[config.mk]
export PLATFORM = sky130hd
export DESIGN_NAME = rob_top
export DESIGN_NICKNAME = d
export VERILOG_FILES = /design/src/rtl/rob_pkg.sv /design/src/rtl/rob_ptrs.sv /design/src/rtl/rob_entry.sv /design/src/rtl/rob_retire.sv /design/src/rtl/rob_top.sv
export SDC_FILE = /design/constraint.sdc
export NUM_CORES = 1
export LEC_CHECK = 0
export BUFFER_PORTS_ARGS = -buffer_cell sky130_fd_sc_hd__buf_2
export CORE_MARGIN = 5
export CORE_UTILIZATION = 64
export CTS_BUF_LIST = sky130_fd_sc_hd__clkbuf_8 sky130_fd_sc_hd__clkbuf_16
export DETAILED_ROUTE_END_ITERATION = 7
export PLACE_DENSITY_LB_ADDON = 0.12
export RECOVER_POWER = 50
export SYNTH_ARGS = -nofsm -noshare
export SYNTH_HDL_FRONTEND = slang
export SYNTH_HIERARCHICAL = 1
export SYNTH_SLANG_ARGS = --single-unit
[constraint.sdc]
create_clock -name clk -period 9.4 [get_ports clk]
set_clock_uncertainty 0.15 [all_clocks]
set_input_delay 0.94 -clock clk [delete_from_list [all_inputs] [get_ports clk]]
set_output_delay 0.94 -clock clk [all_outputs]
set_load 0.01 [all_outputs]
[src/rtl/rob_pkg.sv]
package rob_pkg;

  typedef enum logic [1:0] {
    RET_NONE   = 2'd0,
    RET_WRITE  = 2'd1,
    RET_BR_OK  = 2'd2,
    RET_FLUSH  = 2'd3
  } retire_e;

endpackage

[src/rtl/rob_ptrs.sv]
module rob_ptrs #(
  parameter int DEPTH = 8,
  localparam int TAG_W = $clog2(DEPTH),
  localparam int CNT_W = $clog2(DEPTH + 1)
) (
  input  logic             clk,
  input  logic             rst_n,
  input  logic             alloc_fire,
  input  logic             retire_fire,
  input  logic             flush,
  output logic [TAG_W-1:0] head,
  output logic [TAG_W-1:0] tail,
  output logic [CNT_W-1:0] count,
  output logic             full
);

  logic [TAG_W-1:0] head_d, tail_d;
  logic [CNT_W-1:0] count_d;

  function automatic logic [TAG_W-1:0] step(input logic [TAG_W-1:0] p);
    return (p == TAG_W'(DEPTH - 1)) ? '0 : p + 1'b1;
  endfunction

  always_comb begin
    head_d  = head;
    tail_d  = tail;
    count_d = count;
    if (flush) begin
      head_d  = '0;
      tail_d  = '0;
      count_d = '0;
    end else begin
      if (alloc_fire)  tail_d = step(tail);
      if (retire_fire) head_d = step(head);
      case ({alloc_fire, retire_fire})
        2'b10:   count_d = count + 1'b1;
        2'b01:   count_d = count - 1'b1;
        default: count_d = count;
      endcase
    end
  end

  always_ff @(posedge clk or negedge rst_n) begin
    if (!rst_n) begin
      head  <= '0;
      tail  <= '0;
      count <= '0;
    end else begin
      head  <= head_d;
      tail  <= tail_d;
      count <= count_d;
    end
  end

  assign full = (count == CNT_W'(DEPTH));

endmodule

[src/rtl/rob_entry.sv]
module rob_entry #(
  parameter int DATA_W = 32,
  parameter int OP_W   = 6,
  parameter int REG_W  = 5
) (
  input  logic              clk,
  input  logic              rst_n,
  input  logic              alloc_hit,
  input  logic [OP_W-1:0]   alloc_op,
  input  logic [REG_W-1:0]  alloc_dest,
  input  logic              alloc_is_branch,
  input  logic              wr_hit,
  input  logic [DATA_W-1:0] wr_value,
  input  logic              wr_mispredict,
  input  logic              retire_hit,
  input  logic              clear_all,
  output logic              busy,
  output logic              ready,
  output logic              is_branch,
  output logic              mispredict,
  output logic [OP_W-1:0]   op,
  output logic [REG_W-1:0]  dest,
  output logic [DATA_W-1:0] value
);

  logic busy_d, ready_d;
  logic wr_take;

  assign wr_take = wr_hit && busy && !alloc_hit;

  always_comb begin
    busy_d  = busy;
    ready_d = ready;
    if (clear_all) begin
      busy_d  = 1'b0;
      ready_d = 1'b0;
    end else if (alloc_hit) begin
      busy_d  = 1'b1;
      ready_d = 1'b0;
    end else if (retire_hit) begin
      busy_d  = 1'b0;
      ready_d = 1'b0;
    end else if (wr_take) begin
      ready_d = 1'b1;
    end
  end

  always_ff @(posedge clk or negedge rst_n) begin
    if (!rst_n) begin
      busy  <= 1'b0;
      ready <= 1'b0;
    end else begin
      busy  <= busy_d;
      ready <= ready_d;
    end
  end

  always_ff @(posedge clk) begin
    if (alloc_hit) begin
      op        <= alloc_op;
      dest      <= alloc_dest;
      is_branch <= alloc_is_branch;
    end
  end

  always_ff @(posedge clk) begin
    if (wr_take) begin
      value      <= wr_value;
      mispredict <= wr_mispredict;
    end
  end

endmodule

[src/rtl/rob_retire.sv]
module rob_retire
  import rob_pkg::*;
(
  input  logic    head_busy,
  input  logic    head_ready,
  input  logic    head_is_branch,
  input  logic    head_mispredict,
  output retire_e kind
);

  always_comb begin
    kind = RET_NONE;
    if (head_busy && head_ready) begin
      if (!head_is_branch)      kind = RET_WRITE;
      else if (head_mispredict) kind = RET_FLUSH;
      else                      kind = RET_BR_OK;
    end
  end

endmodule

[src/rtl/rob_top.sv]
module rob_top
  import rob_pkg::*;
#(
  parameter int DEPTH  = 8,
  parameter int DATA_W = 32,
  parameter int OP_W   = 6,
  parameter int REG_W  = 5,
  localparam int TAG_W = $clog2(DEPTH),
  localparam int CNT_W = $clog2(DEPTH + 1)
) (
  input  logic              clk,
  input  logic              rst_n,
  input  logic              alloc_valid,
  input  logic [OP_W-1:0]   alloc_op,
  input  logic [REG_W-1:0]  alloc_dest,
  input  logic              alloc_is_branch,
  output logic              alloc_ready,
  output logic [TAG_W-1:0]  alloc_tag,
  input  logic              cdb_valid,
  input  logic [TAG_W-1:0]  cdb_tag,
  input  logic [DATA_W-1:0] cdb_value,
  input  logic              cdb_mispredict,
  input  logic [TAG_W-1:0]  rd_tag,
  output logic              rd_ready,
  output logic [DATA_W-1:0] rd_value,
  output logic              commit_valid,
  output logic [TAG_W-1:0]  commit_tag,
  output logic [OP_W-1:0]   commit_op,
  output logic [REG_W-1:0]  commit_dest,
  output logic [DATA_W-1:0] commit_value,
  output logic              flush_valid,
  output logic [DATA_W-1:0] flush_target
);

  logic [TAG_W-1:0] head, tail;
  logic [CNT_W-1:0] count;
  logic             full;
  logic             alloc_fire, retire_fire, flush;
  retire_e          kind;

  logic [DEPTH-1:0] busy_v, ready_v, br_v, mis_v;
  logic [OP_W-1:0]   op_a  [DEPTH];
  logic [REG_W-1:0]  dst_a [DEPTH];
  logic [DATA_W-1:0] val_a [DEPTH];

  assign alloc_ready = !full && !flush;
  assign alloc_fire  = alloc_valid && alloc_ready;
  assign alloc_tag   = tail;

  rob_ptrs #(.DEPTH(DEPTH)) u_ptrs (
    .clk         (clk),
    .rst_n       (rst_n),
    .alloc_fire  (alloc_fire),
    .retire_fire (retire_fire),
    .flush       (flush),
    .head        (head),
    .tail        (tail),
    .count       (count),
    .full        (full)
  );

  for (genvar i = 0; i < DEPTH; i++) begin : g_ent
    rob_entry #(.DATA_W(DATA_W), .OP_W(OP_W), .REG_W(REG_W)) u_ent (
      .clk             (clk),
      .rst_n           (rst_n),
      .alloc_hit       (alloc_fire && (tail == TAG_W'(i))),
      .alloc_op        (alloc_op),
      .alloc_dest      (alloc_dest),
      .alloc_is_branch (alloc_is_branch),
      .wr_hit          (cdb_valid && (cdb_tag == TAG_W'(i))),
      .wr_value        (cdb_value),
      .wr_mispredict   (cdb_mispredict),
      .retire_hit      (retire_fire && (head == TAG_W'(i))),
      .clear_all       (flush),
      .busy            (busy_v[i]),
      .ready           (ready_v[i]),
      .is_branch       (br_v[i]),
      .mispredict      (mis_v[i]),
      .op              (op_a[i]),
      .dest            (dst_a[i]),
      .value           (val_a[i])
    );
  end

  rob_retire u_retire (
    .head_busy       (busy_v[head]),
    .head_ready      (ready_v[head]),
    .head_is_branch  (br_v[head]),
    .head_mispredict (mis_v[head]),
    .kind            (kind)
  );

  assign retire_fire  = (kind != RET_NONE);
  assign flush        = (kind == RET_FLUSH);

  assign commit_valid = (kind == RET_WRITE);
  assign commit_tag   = head;
  assign commit_op    = op_a[head];
  assign commit_dest  = dst_a[head];
  assign commit_value = val_a[head];
  assign flush_valid  = flush;
  assign flush_target = val_a[head];

  assign rd_ready = busy_v[rd_tag] && ready_v[rd_tag];
  assign rd_value = val_a[rd_tag];

endmodule

==> results.toml <==
[critical_path]
startpoint = "u_ptrs/head[1]$_DFFE_PN0P_"
r2r_start = "u_ptrs/head[0]$_DFFE_PN0P_"
path_class = "reg2out"
cp.arrival_ns = 5.79
critPathRequiredTime_ns = 8.31
start_kind = "flop"
worst-r2r-cell-count = 11
cp-end-kind = "output pin"
path_max_fanout = 55

[hold_path]
whs_path_depth = 2
min_from = "g_ent[1].u_ent/busy$_DFFE_PN0N_"
min_path_type = "reg2reg"

[sta]
fin_crit_sh_pct = 73.19
setup-violations-final = 0
drv_slew = 205
fmax_mhz = 145.4
rsz0062_at_grt = "false"
whs_ns = 0.4518
finalHoldViolCount = 0
max-slew-margin-rel_pct = -194.7
tightest_slew_ns = 4.420
fin_tns_setup_ns = 0
finalCriticalPeriod_ns = 6.880

[clock_tree]
cts_buffers = 39
root_buffer = "clkbuf_16"
clock_path_buffers = 3
cts_tree = "built"
cts_sinks = 386
cts.repair.resized = 0
cts_max_level = 2
clock_latency_ns = 0.52
holdBufCountCts = 0
cts_setup_buffers = 0
clkTransAtPathRegs_ns = 0.06

[grt]
grt_first_pass_wirelength_um = 53810
grt_pass1_vias = 9313
grt_use_total_pct = 22.67
met3_usage_pct = 3.397
grt_antenna_before_repair = 2
top_usage_layer = "met2"
grt_overflow = 0
grt_use_met2_pct = 39.18
met1_usage_pct = 31.44
grt_max_degree = 73

[logic_synthesis]
seq_area_frac_synth_pct = 64.47
synth_simple_gate_area_share_pct = 3.435
ys_types = 49
syn_nets = 935
synthAdderAreaFrac_pct = 0.4223
yosys_register_bits = 386
syn-cell-area_um2 = 17780
syn_area_per_cell_um2 = 20.34
synth_xor_area_share_pct = 0.09854
synth_compound_area_share_pct = 1.225
netlist_instances = 874
synth.mux.area_fraction_pct = 26.75
synth_top_family_by_area = "multiplexers"
ys.warnings.count = 6

[placement]
place_area_um2 = 18670
hpwl_um = 20910
place_congestion = 0.8341
numPortBuffers = 171

[floorplan]
coreArea_um2 = 27630
fp.dieH_um = 176.7
die_w_um = 176.7
initial_core_util_pct = 64.34
io_pins = 172
die_area_um2 = 31210
placementRows = 61

[power_and_ir_drop]
power.density_nw_per_um2 = 284.4
power_leakage_nw = 6.658
vdd_drop_max_uv = 251.0
power_w = 0.005603

[final_layout]
stdcell_area_um2 = 19700
final_cell_mix = "edfxtp_1, mux4_2, buf_2"
area_growth_pct = 10.82
nNetsFinal = 1080
final_common_cell = "edfxtp_1"
nFillCells = 1758
drive_gt1_share_pct = 37.88

[detailed_routing]
via_per_inst = 6.267
firstDrtPassIters = 5
wl_per_cell_um = 24.68
dr.first_iter.drc_count = 767
ant_nets = 0
drc = 0
vias = 8943
totalWireLength_um = 35220

[flow_run]
maxCapViolations = 4

[run_status]
violations = "max-capacitance violations, max-slew violations"
status = "complete, but fails checks"
-- where the power goes --
part | internal [W] | leakage (nW) | switching [W] | total (W)
Clock | 0.000855 | 0.638 | 0.000607 | 0.00146
Combinational | 0.000968 | 2.45 | 0.000923 | 0.00189
Sequential | 0.00205 | 3.57 | 0.000197 | 0.00225
Total | 0.00388 | 6.66 | 0.00173 | 0.00560
-- metrics by stage --
step                cells  setup slack (ns)  util, %
detailed placement   1356             4.204    67.56
floorplan             874             4.619        -
finish               1427             2.520    71.30
global route         1426             2.143    71.29
CTS                  1426             4.168    72.00
global placement     1356             4.342    67.56
-- critical path, stage by stage, from the launching register on --
cell and delay (ns):
dfrtp_1 1.99, clkbuf_1 2.21, mux4_2 0.48, mux2_1 0.37
buf_2 0.16
-- synth_stat cells (all sizes together) --
cell type	instances	area share, %
clkbuf	18	0.38
or2b	1	0.042
edfxtp	360	61
or2	1	0.035
nand3	5	0.14
and3	9	0.32
nor3b	1	0.042
nand4b	2	0.099
mux4	158	20
and2	4	0.14
or4	1	0.042
nand2	12	0.25
xnor2	1	0.049
dfrtp	26	3.7
nor3	8	0.23
o211ai	2	0.084
o2111a	1	0.063
mux2	79	6.2
a21oi	20	0.58
a31oi	1	0.035
o21ai	3	0.084
nor2b	3	0.11
a221oi	1	0.084
inv	12	0.25
a211o	1	0.049
a22oi	1	0.042
nor4	10	0.63
a31o	1	0.049
buf	65	3.0
ha	6	0.42
nand2b	18	0.63
nand4	1	0.035
a2111oi	1	0.049
nor2	32	0.69
xor2	1	0.049
o22ai	1	0.035
mux2i	6	0.34
a2111o	1	0.063
-- layer usage --
metal / vias up / part of all wire [%] / wire, µm
li1: 3913 / - / -
met3: 52 / 6.4 / 2267
met1: 4654 / 40 / 14150
met2: 320 / 52 / 18150
met4: 4 / 1.8 / 626
met5: - / 0.077 / 27
-- cells by family (layout without fill, tap and decap cells) --
logic type               count (synthesis)  count (layout)
buffers and inverters                   95             269
XOR/XNOR                                 2               2
flip-flops                             386             386
other                                    0               1
multiplexers                           243             243
AO/OA/AOI/OAI                           34              34
AND/OR/NAND/NOR                        108             108
adder cells (fa/ha/maj)                  6               6
-- flip-flops by register name, summed over array words and instances (netlist names) --
register and cells:
g_ent.u_ent/busy 8, g_ent.u_ent/dest 40, g_ent.u_ent/is_branch 8, g_ent.u_ent/mispredict 8, g_ent.u_ent/op 48, g_ent.u_ent/ready 8, g_ent.u_ent/value 256, u_ptrs/count 4
u_ptrs/head 3, u_ptrs/tail 3
-- worst paths after layout --
kind | to | slack (ns)
hold / removal | g_ent[1].u_ent/busy$_DFFE_PN0N_ | 0.45
max in group asynchronous | g_ent[2].u_ent/ready$_DFFE_PN0P_ | 7.59
min in group asynchronous | u_ptrs/tail[1]$_DFFE_PN0P_ | 0.63
setup / recovery | flush_target[18] | 2.52
setup reg to reg | g_ent[6].u_ent/value[17]$_DFFE_PP_ | 3.43
hold reg to reg | g_ent[1].u_ent/busy$_DFFE_PN0N_ | 0.45
-- layout make-up --
| class | instances | area, µm² | area share [%] |
|---|---|---|---|
| repair buffers | 187 | 882.1 | 4.478 |
| inverters | 12 | 45.04 | 0.2286 |
| clock buffers | 40 | 1001 | 5.081 |
| diodes | 1 | 2.502 | 0.01270 |
| multi-input cells | 393 | 5610 | 28.48 |
| well taps | 378 | 473.0 | 2.401 |
| clock inverters | 30 | 225.2 | 1.143 |
| flip-flops and latches | 386 | 11460 | 58.18 |
Power figures use the tool's default switching activity.
